$ cat src/rtl/usb_rxep_pkg.sv
package usb_rxep_pkg;

  localparam int unsigned CTL_W = 8;

  // write-side field positions
  localparam int unsigned WB_ACLR   = 0;
  localparam int unsigned WB_AREQ   = 1;
  localparam int unsigned WB_DMAEN  = 2;
  localparam int unsigned WB_DMAMD  = 3;
  localparam int unsigned WB_TGLWE  = 4;
  localparam int unsigned WB_TGLV   = 5;
  localparam int unsigned WB_RDYCLR = 6;
  localparam int unsigned WB_REQSET = 7;

  // read-side field positions
  localparam int unsigned RB_REQ    = 4;
  localparam int unsigned RB_TGL    = 5;
  localparam int unsigned RB_RDY    = 6;
  localparam int unsigned RB_PIDERR = 7;

  typedef struct packed {
    logic dma_mode;
    logic dma_en;
    logic auto_req;
    logic auto_clr;
  } ep_ctl_t;

endpackage

$ cat src/rtl/rxep_rst_sync.sv
module rxep_rst_sync #(
  parameter int unsigned STAGES = 2
) (
  input  logic clk_i,
  input  logic arst_ni,
  output logic rst_no
);

  logic [STAGES-1:0] sr_q;

  always_ff @(posedge clk_i or negedge arst_ni) begin
    if (!arst_ni) sr_q <= '0;
    else          sr_q <= {sr_q[STAGES-2:0], 1'b1};
  end

  assign rst_no = sr_q[STAGES-1];

endmodule

$ cat src/rtl/rxep_ready_trk.sv
module rxep_ready_trk #(
  parameter int unsigned MAX_PKT = 64,
  parameter int unsigned CHUNK_B = 4
) (
  input  logic clk_i,
  input  logic rst_ni,
  input  logic pkt_rx_i,
  input  logic chunk_rd_i,
  input  logic sw_clr_i,
  input  logic req_set_i,
  input  logic auto_clr_i,
  input  logic auto_req_i,
  output logic rxrdy_o,
  output logic reqpkt_o
);

  localparam int unsigned CHUNKS = (MAX_PKT + CHUNK_B - 1) / CHUNK_B;
  localparam int unsigned CNT_W  = $clog2(CHUNKS + 1);

  logic [CNT_W-1:0] cnt_q, cnt_d;
  logic             cnt_en;
  logic             rdy_q, rdy_d, rdy_en;
  logic             req_q, req_d, req_en;
  logic             last_chunk, auto_hit, clr_any;

  // chunk that completes (or overruns) a full-size unload
  assign last_chunk = chunk_rd_i && (cnt_q >= CNT_W'(CHUNKS - 1));
  assign auto_hit   = auto_clr_i && last_chunk;
  assign clr_any    = rdy_q && !pkt_rx_i && (sw_clr_i || auto_hit);

  always_comb begin
    rdy_d  = rdy_q;
    rdy_en = 1'b0;
    if (pkt_rx_i) begin
      rdy_d  = 1'b1;
      rdy_en = 1'b1;
    end else if (clr_any) begin
      rdy_d  = 1'b0;
      rdy_en = 1'b1;
    end
  end

  always_comb begin
    req_d  = req_q;
    req_en = 1'b0;
    if (pkt_rx_i) begin
      req_d  = 1'b0;
      req_en = 1'b1;
    end else if ((clr_any && auto_req_i) || req_set_i) begin
      req_d  = 1'b1;
      req_en = 1'b1;
    end
  end

  always_comb begin
    cnt_d  = cnt_q;
    cnt_en = 1'b0;
    if (pkt_rx_i || clr_any) begin
      cnt_d  = '0;
      cnt_en = 1'b1;
    end else if (chunk_rd_i && rdy_q && (cnt_q != CNT_W'(CHUNKS))) begin
      cnt_d  = cnt_q + 1'b1;
      cnt_en = 1'b1;
    end
  end

  always_ff @(posedge clk_i or negedge rst_ni) begin
    if (!rst_ni) begin
      rdy_q <= 1'b0;
      req_q <= 1'b0;
      cnt_q <= '0;
    end else begin
      if (rdy_en) rdy_q <= rdy_d;
      if (req_en) req_q <= req_d;
      if (cnt_en) cnt_q <= cnt_d;
    end
  end

  assign rxrdy_o  = rdy_q;
  assign reqpkt_o = req_q;

  // arrival sets ready and retires the request
  a_r2_arrival: assert property (@(posedge clk_i) disable iff (!rst_ni)
    pkt_rx_i |=> (rdy_q && !req_q));

  // without auto-clear or a software clear, ready holds
  a_r3_hold_ready: assert property (@(posedge clk_i) disable iff (!rst_ni)
    (rdy_q && !pkt_rx_i && !sw_clr_i && !auto_clr_i) |=> rdy_q);

  // a falling ready with auto-request leaves a request pending
  a_r5_req_on_fall: assert property (@(posedge clk_i) disable iff (!rst_ni)
    (rdy_q && !pkt_rx_i && sw_clr_i && auto_req_i) |=> (!rdy_q && req_q));

endmodule

$ cat src/rtl/rxep_toggle_trk.sv
module rxep_toggle_trk (
  input  logic clk_i,
  input  logic rst_ni,
  input  logic pkt_rx_i,
  input  logic pkt_iso_i,
  input  logic pkt_pid_err_i,
  input  logic tgl_wr_i,
  input  logic tgl_val_i,
  output logic tgl_o,
  output logic pid_err_o
);

  logic tgl_q, tgl_d, tgl_en;
  logic pid_q, pid_en;
  logic pkt_good;

  assign pkt_good = pkt_rx_i && !(pkt_iso_i && pkt_pid_err_i);

  always_comb begin
    tgl_d  = tgl_q;
    tgl_en = 1'b0;
    if (tgl_wr_i) begin
      tgl_d  = tgl_val_i;
      tgl_en = 1'b1;
    end else if (pkt_good) begin
      tgl_d  = !tgl_q;
      tgl_en = 1'b1;
    end
  end

  assign pid_en = pkt_rx_i && pkt_iso_i;

  always_ff @(posedge clk_i or negedge rst_ni) begin
    if (!rst_ni) begin
      tgl_q <= 1'b0;
      pid_q <= 1'b0;
    end else begin
      if (tgl_en) tgl_q <= tgl_d;
      if (pid_en) pid_q <= pkt_pid_err_i;
    end
  end

  assign tgl_o     = tgl_q;
  assign pid_err_o = pid_q;

  // no guarded write and no good packet keeps the toggle
  a_r7_tgl_guard: assert property (@(posedge clk_i) disable iff (!rst_ni)
    (!tgl_wr_i && !pkt_good) |=> $stable(tgl_q));

  // a good packet inverts the toggle
  a_r8_tgl_flip: assert property (@(posedge clk_i) disable iff (!rst_ni)
    (pkt_good && !tgl_wr_i) |=> (tgl_q != $past(tgl_q)));

  // non-isochronous packets leave the PID status alone
  a_r9_pid_iso_only: assert property (@(posedge clk_i) disable iff (!rst_ni)
    (pkt_rx_i && !pkt_iso_i) |=> $stable(pid_q));

endmodule

$ cat src/rtl/rxep_irq_gen.sv
module rxep_irq_gen (
  input  logic clk_i,
  input  logic rst_ni,
  input  logic dma_en_i,
  input  logic dma_mode_i,
  input  logic rxrdy_i,
  input  logic pkt_rx_i,
  input  logic dma_pkt_i,
  input  logic dma_xfer_i,
  output logic dma_req_o,
  output logic irq_o
);

  logic irq_q, irq_d;

  always_comb begin
    if (!dma_en_i)       irq_d = pkt_rx_i;
    else if (dma_mode_i) irq_d = dma_xfer_i;
    else                 irq_d = dma_pkt_i;
  end

  always_ff @(posedge clk_i or negedge rst_ni) begin
    if (!rst_ni) irq_q <= 1'b0;
    else         irq_q <= irq_d;
  end

  assign dma_req_o = dma_en_i && rxrdy_i;
  assign irq_o     = irq_q;

  // whole-transfer mode stays silent on per-packet events
  a_r11_mode1_quiet: assert property (@(posedge clk_i) disable iff (!rst_ni)
    (dma_en_i && dma_mode_i && !dma_xfer_i) |=> !irq_q);

  // per-packet mode signals every packet moved
  a_r11_mode0_pkt: assert property (@(posedge clk_i) disable iff (!rst_ni)
    (dma_en_i && !dma_mode_i && dma_pkt_i) |=> irq_q);

  // without DMA only arrivals interrupt
  a_r12_rx_irq: assert property (@(posedge clk_i) disable iff (!rst_ni)
    (!dma_en_i && !pkt_rx_i) |=> !irq_q);

endmodule

$ cat src/rtl/usb_rx_ep_ctl.sv
module usb_rx_ep_ctl #(
  parameter int unsigned MAX_PKT   = 64,
  parameter int unsigned CHUNK_B   = 4,
  parameter int unsigned RST_SYNC  = 2
) (
  input  logic       clk_i,
  input  logic       arst_ni,
  input  logic       reg_wr_i,
  input  logic [7:0] reg_wdata_i,
  output logic [7:0] reg_rdata_o,
  input  logic       fifo_chunk_rd_i,
  input  logic       pkt_rx_i,
  input  logic       pkt_short_i,
  input  logic       pkt_iso_i,
  input  logic       pkt_pid_err_i,
  input  logic       dma_pkt_done_i,
  input  logic       dma_xfer_done_i,
  output logic       rxrdy_o,
  output logic       reqpkt_o,
  output logic       data_tgl_o,
  output logic       dma_req_o,
  output logic       irq_o
);

  import usb_rxep_pkg::*;

  logic    rst_n;
  ep_ctl_t ctl_q, ctl_d;
  logic    ctl_en;
  logic    rdy, req, tgl, pid_err;
  logic    short_pkt;

  rxep_rst_sync #(.STAGES(RST_SYNC)) u_rst (
    .clk_i   (clk_i),
    .arst_ni (arst_ni),
    .rst_no  (rst_n)
  );

  assign short_pkt = pkt_rx_i && pkt_short_i;

  always_comb begin
    ctl_d  = ctl_q;
    ctl_en = reg_wr_i || short_pkt;
    if (reg_wr_i) begin
      ctl_d.auto_clr = reg_wdata_i[WB_ACLR];
      ctl_d.auto_req = reg_wdata_i[WB_AREQ];
      ctl_d.dma_en   = reg_wdata_i[WB_DMAEN];
      ctl_d.dma_mode = reg_wdata_i[WB_DMAMD];
    end
    if (short_pkt) ctl_d.auto_req = 1'b0;
  end

  always_ff @(posedge clk_i or negedge rst_n) begin
    if (!rst_n)      ctl_q <= '0;
    else if (ctl_en) ctl_q <= ctl_d;
  end

  rxep_ready_trk #(.MAX_PKT(MAX_PKT), .CHUNK_B(CHUNK_B)) u_rdy (
    .clk_i      (clk_i),
    .rst_ni     (rst_n),
    .pkt_rx_i   (pkt_rx_i),
    .chunk_rd_i (fifo_chunk_rd_i),
    .sw_clr_i   (reg_wr_i && reg_wdata_i[WB_RDYCLR]),
    .req_set_i  (reg_wr_i && reg_wdata_i[WB_REQSET]),
    .auto_clr_i (ctl_q.auto_clr),
    .auto_req_i (ctl_q.auto_req),
    .rxrdy_o    (rdy),
    .reqpkt_o   (req)
  );

  rxep_toggle_trk u_tgl (
    .clk_i         (clk_i),
    .rst_ni        (rst_n),
    .pkt_rx_i      (pkt_rx_i),
    .pkt_iso_i     (pkt_iso_i),
    .pkt_pid_err_i (pkt_pid_err_i),
    .tgl_wr_i      (reg_wr_i && reg_wdata_i[WB_TGLWE]),
    .tgl_val_i     (reg_wdata_i[WB_TGLV]),
    .tgl_o         (tgl),
    .pid_err_o     (pid_err)
  );

  rxep_irq_gen u_irq (
    .clk_i      (clk_i),
    .rst_ni     (rst_n),
    .dma_en_i   (ctl_q.dma_en),
    .dma_mode_i (ctl_q.dma_mode),
    .rxrdy_i    (rdy),
    .pkt_rx_i   (pkt_rx_i),
    .dma_pkt_i  (dma_pkt_done_i),
    .dma_xfer_i (dma_xfer_done_i),
    .dma_req_o  (dma_req_o),
    .irq_o      (irq_o)
  );

  always_comb begin
    reg_rdata_o            = '0;
    reg_rdata_o[WB_ACLR]   = ctl_q.auto_clr;
    reg_rdata_o[WB_AREQ]   = ctl_q.auto_req;
    reg_rdata_o[WB_DMAEN]  = ctl_q.dma_en;
    reg_rdata_o[WB_DMAMD]  = ctl_q.dma_mode;
    reg_rdata_o[RB_REQ]    = req;
    reg_rdata_o[RB_TGL]    = tgl;
    reg_rdata_o[RB_RDY]    = rdy;
    reg_rdata_o[RB_PIDERR] = pid_err;
  end

  assign rxrdy_o    = rdy;
  assign reqpkt_o   = req;
  assign data_tgl_o = tgl;

  // a short packet drops the auto-request enable
  a_r6_short_drop: assert property (@(posedge clk_i) disable iff (!rst_n)
    short_pkt |=> !ctl_q.auto_req);

  // a falling DMA enable withdraws the request
  a_r10_req_gate: assert property (@(posedge clk_i) disable iff (!rst_n)
    (reg_wr_i && !reg_wdata_i[WB_DMAEN]) |=> !dma_req_o);

endmodule

$ cat config.mk
export PLATFORM = sky130hd
export DESIGN_NAME = usb_rx_ep_ctl
export DESIGN_NICKNAME = d
export VERILOG_FILES = /design/src/rtl/usb_rxep_pkg.sv /design/src/rtl/rxep_rst_sync.sv /design/src/rtl/rxep_ready_trk.sv /design/src/rtl/rxep_toggle_trk.sv /design/src/rtl/rxep_irq_gen.sv /design/src/rtl/usb_rx_ep_ctl.sv
export SDC_FILE = /design/constraint.sdc
export NUM_CORES = 1
export LEC_CHECK = 0
export ABC_AREA = 1
export BUFFER_PORTS_ARGS = -buffer_cell sky130_fd_sc_hd__clkbuf_2
export CELL_PAD_IN_SITES_DETAIL_PLACEMENT = 1
export CELL_PAD_IN_SITES_GLOBAL_PLACEMENT = 1
export CORE_UTILIZATION = 25
export DETAILED_ROUTE_END_ITERATION = 8
export PLACE_DENSITY = 0.73
export SLEW_MARGIN = 20
export SYNTH_ARGS = -nofsm -noshare
export SYNTH_HDL_FRONTEND = slang
export SYNTH_SLANG_ARGS = --single-unit
$ cat constraint.sdc
create_clock -name clk_i -period 0.8 [get_ports clk_i]
set_input_delay 0.04 -clock clk_i [delete_from_list [all_inputs] [get_ports clk_i]]
set_output_delay 0.04 -clock clk_i [all_outputs]
set_load 0.05 [all_outputs]
==> out/qor.yml <==
clock_network:
  htreeDepth: 1
  clkLatencyLatePin_ns: 0.29
  cts_root_buffer: "clkbuf_4"
  clockBufferDepth: 2
  cts_tree: "done"
  cts_inserted_buffers: 3
  path_clk_slew_ns: 0.10
  numClockSinks: 16
setup_path:
  slowest_delay_ns: 0.41
  cp-start-kind: "register"
  crit_type: "reg -> reg"
  slowest_stage: "dfrtp_1"
  r2r-end: "u_rdy.cnt_q[2]"
  reg2reg_setup_slack_ns: -0.70
  worstPathMaxFanout: 4
  crit_chain: "buf_4 > inv_1 > ha_1 > nand4_2 > nand3_1 > xor2_1 > nor2_2"
  r2r_start: "u_rdy.cnt_q[0]"
  required_ns: 0.98
  r2r_cells: 7
  crit_arrival_ns: 1.68
  end_kind: "register"
grt:
  antenna_found_initial: 0
  grt_usage_pct: 15.87
  grt_max_degree: 15
  grt_pass1_vias: 889
  overflow: 0
  grt_pass1_wl_um: 4071
power_and_ir_drop:
  powerDensity_nw_per_um2: 1677
  internal-power_w: 0.001651
  p_sw_share_pct: 35.07
  leakage_nw: 0.7338
  combinationalPowerShare_pct: 41.0
  irDropWorstVdd_mv: 1.039
  p_seq_share_pct: 37.7
  p_clk_share_pct: 21.3
  total_power_w: 0.002543
  p_sw_w: 0.0008919
die:
  rows: 20
  die_w_um: 59.61
  dieArea_um2: 3553
  io_pins: 31
  start_util_pct: 26.73
  die_y_um: 59.61
  coreArea_um2: 3103
logic_synthesis:
  syn_area_um2: 829.5
  synth.net_count: 113
  yosysMostFrequentCell: "dfrtp_1"
  netlist-cell-type-count: 22
  synthAdderAreaFrac_pct: 4.525
  synth_edf_count: 0
  synth-xor-area-share_pct: 4.223
  ys_seq_area_share_pct: 48.27
  synth-compound-area-share_pct: 7.692
  synth_top_area_share_pct: 48.27
  netlist_instances: 92
  yosys.area.top_type: "dfrtp_1"
  yosysWarnings: 0
  synth_ff_type: "dfrtp_1"
  synthArstFlopShare_pct: 100.0
  synth_simple_gate_area_share_pct: 17.50
  yosys-mux-area-fraction_pct: 4.072
  avgSynthCellArea_um2: 9.017
  yosys-top-cells-area: "dfrtp_1, buf_4, nand2_1"
  synth_top_family_by_area: "simple AND/OR/NAND/NOR gates"
  ys_seq_elements: 16
  synth_common_cells: "dfrtp_1, nand2_1, inv_1"
placed_design:
  gp_congestion: 0.7437
  dpl.cell_count: 171
  pre_cts_slack_ns: -0.6730
  dp_hpwl_um: 1718
  port_buffers: 30
flow_run:
  cap_violations: 0
routing:
  drc: 0
  dr.max_layer_used: "met4"
  wl_met1_um: 1065
  routed_via_density: 4.266
  wl_per_cell_um: 14.49
  met2WireLength_um: 1584
  drt-initial-drc-count: 21
  routed_wl_um: 2725
  drt_pass1_iterations: 4
  ant_nets: 0
  route.met3.wl_um: 63
  via_count: 802
cells_and_area:
  instances_no_fill: 188
  seq_area_um2: 405.4
  nets: 166
  fillers: 352
  multi_input_area_um2: 407.9
  num_antenna_cells: 0
  area_growth_pct: 82.80
  drive_gt1_share_pct: 56.94
sta:
  final.setup.tns_ns: -7.613
  final_hold_viol_count: 0
  setup_violations: 26
  period_share_pct: 187.3
  hold_ws_ns: 0.02290
  fin_crit_ns: 1.498
  fmax_mhz: 667.3
  final-max-slew-violation-count: 0
  clock_skew_ns: 0.0007320
  fin_ws_ns: -0.6985
  grt_setup_unrepaired: "yes"
run_status:
  failed_checks: "negative setup slack"
  status: "finished with violations"
hold_path:
  holdPathEnd: "reg_rdata_o[1]"
  min_path_type: "in -> reg"
  holdPathStages: 2
  hold_start: "pkt_rx_i"
==> layout make-up <==
type                    instances  share of cell area, %
well taps                      44                  3.630
flip-flops and latches         16                  26.73
multi-input cells              55                  26.90
repair buffers                 57                  37.13
inverters                      12                  3.218
clock buffers                   4                  2.393
==> per-stage QoR <==
step	utilization, %	area [um^2]
after floorplan	-	848.3
after global placement	35.12	1090
after detailed placement	35.12	1090
after CTS	45.60	1415
after global routing	48.87	1516
final	48.87	1516
==> routing by layer <==
metal  global-route usage (%)  up-vias
li1                         -      385
met1                    18.10      392
met2                    30.50       23
met3                    1.747        2
met4                    4.983        0
met5                        0        -
==> critical path, delay by kind of cell (launching register included) <==
kind	cells	cell delay, ns
xor+xnor	1	0.25
buf+inv	2	0.22
simple gates	3	0.32
fa+ha+maj	1	0.17
flops	1	0.41
==> state kept, by name, indices dropped and copies added (netlist names) <==
signal	cells
u_rdy.reqpkt_o	1
u_rdy.cnt_q	5
u_tgl.pid_err_o	1
u_rdy.rxrdy_o	1
u_irq.irq_o	1
u_tgl.tgl_o	1
u_rst.sr_q	2
reg_rdata_o	4
==> timing repair <==
action	4_1_cts	5_1_grt
endpoints found under the setup margin	22	26
hold endpoints to repair	6	2
pin swaps	11	9
setup buffers	5	2
hold buffers	5	2
resized for setup	43	27
==> power groups by stage <==
stage | Clock (W) | Combinational (W) | Sequential, W
final | 0.000542 | 0.00104 | 0.000959
after global routing | 0.000582 | 0.00109 | 0.000968
after CTS | 0.000546 | 0.000932 | 0.000934
after detailed placement | 0 | 0.000664 | 0.000940
after global placement | 0 | 0.000644 | 0.000935
after floorplan | 0 | 0.000407 | 0.00105
==> cells in the final DEF (no fill, tap or decap), types with 2 or more instances in the layout <==
cell,netlist,layout
nor2_2,0,4
buf_4,8,14
buf_6,0,6
nand2_4,0,3
nand3_1,4,4
nand2_1,15,9
a21oi_1,5,4
ha_2,0,2
clkbuf_2,0,17
inv_1,11,10
dfrtp_2,0,4
buf_8,0,9
mux2_4,0,2
dfrtp_1,16,12
nand2_2,1,3
a21oi_2,1,2
clkbuf_16,0,4
clkbuf_4,0,3
nor2_1,10,5
dlygate4sd3_1,0,7
xor2_1,3,2
==> cells by family (layout without fill, tap and decap cells) <==
| group | count (synthesis) | after routing |
|---|---|---|
| and+or+nand+nor | 33 | 33 |
| buffers and inverters | 21 | 73 |
| DFF | 16 | 16 |
| AOI/OAI and AO/OA | 11 | 11 |
| xor gates and xnor gates | 4 | 4 |
| adders and majority gates | 3 | 3 |
| muxes | 3 | 3 |
| other | 1 | 1 |
==> worst max-delay path by stage <==
| stage | from | end | slack (ns) | cells after the start |
|---|---|---|---|---|
| finish | u_rdy.cnt_q[0] | u_rdy.cnt_q[2] | -0.70 | 7 |
| global route | u_rdy.cnt_q[0] | u_rdy.cnt_q[2] | -0.76 | 7 |
| CTS | u_rdy.cnt_q[1] | u_rdy.cnt_q[0] | -0.69 | 11 |
| detailed placement | u_rdy.cnt_q[1] | u_rdy.cnt_q[1] | -0.67 | 11 |
| global placement | u_rdy.cnt_q[1] | u_rdy.cnt_q[1] | -0.59 | 11 |
| floorplan | u_rdy.cnt_q[0] | u_rdy.cnt_q[0] | -0.58 | 11 |
Note: power is estimated with default switching activity, not from simulation.
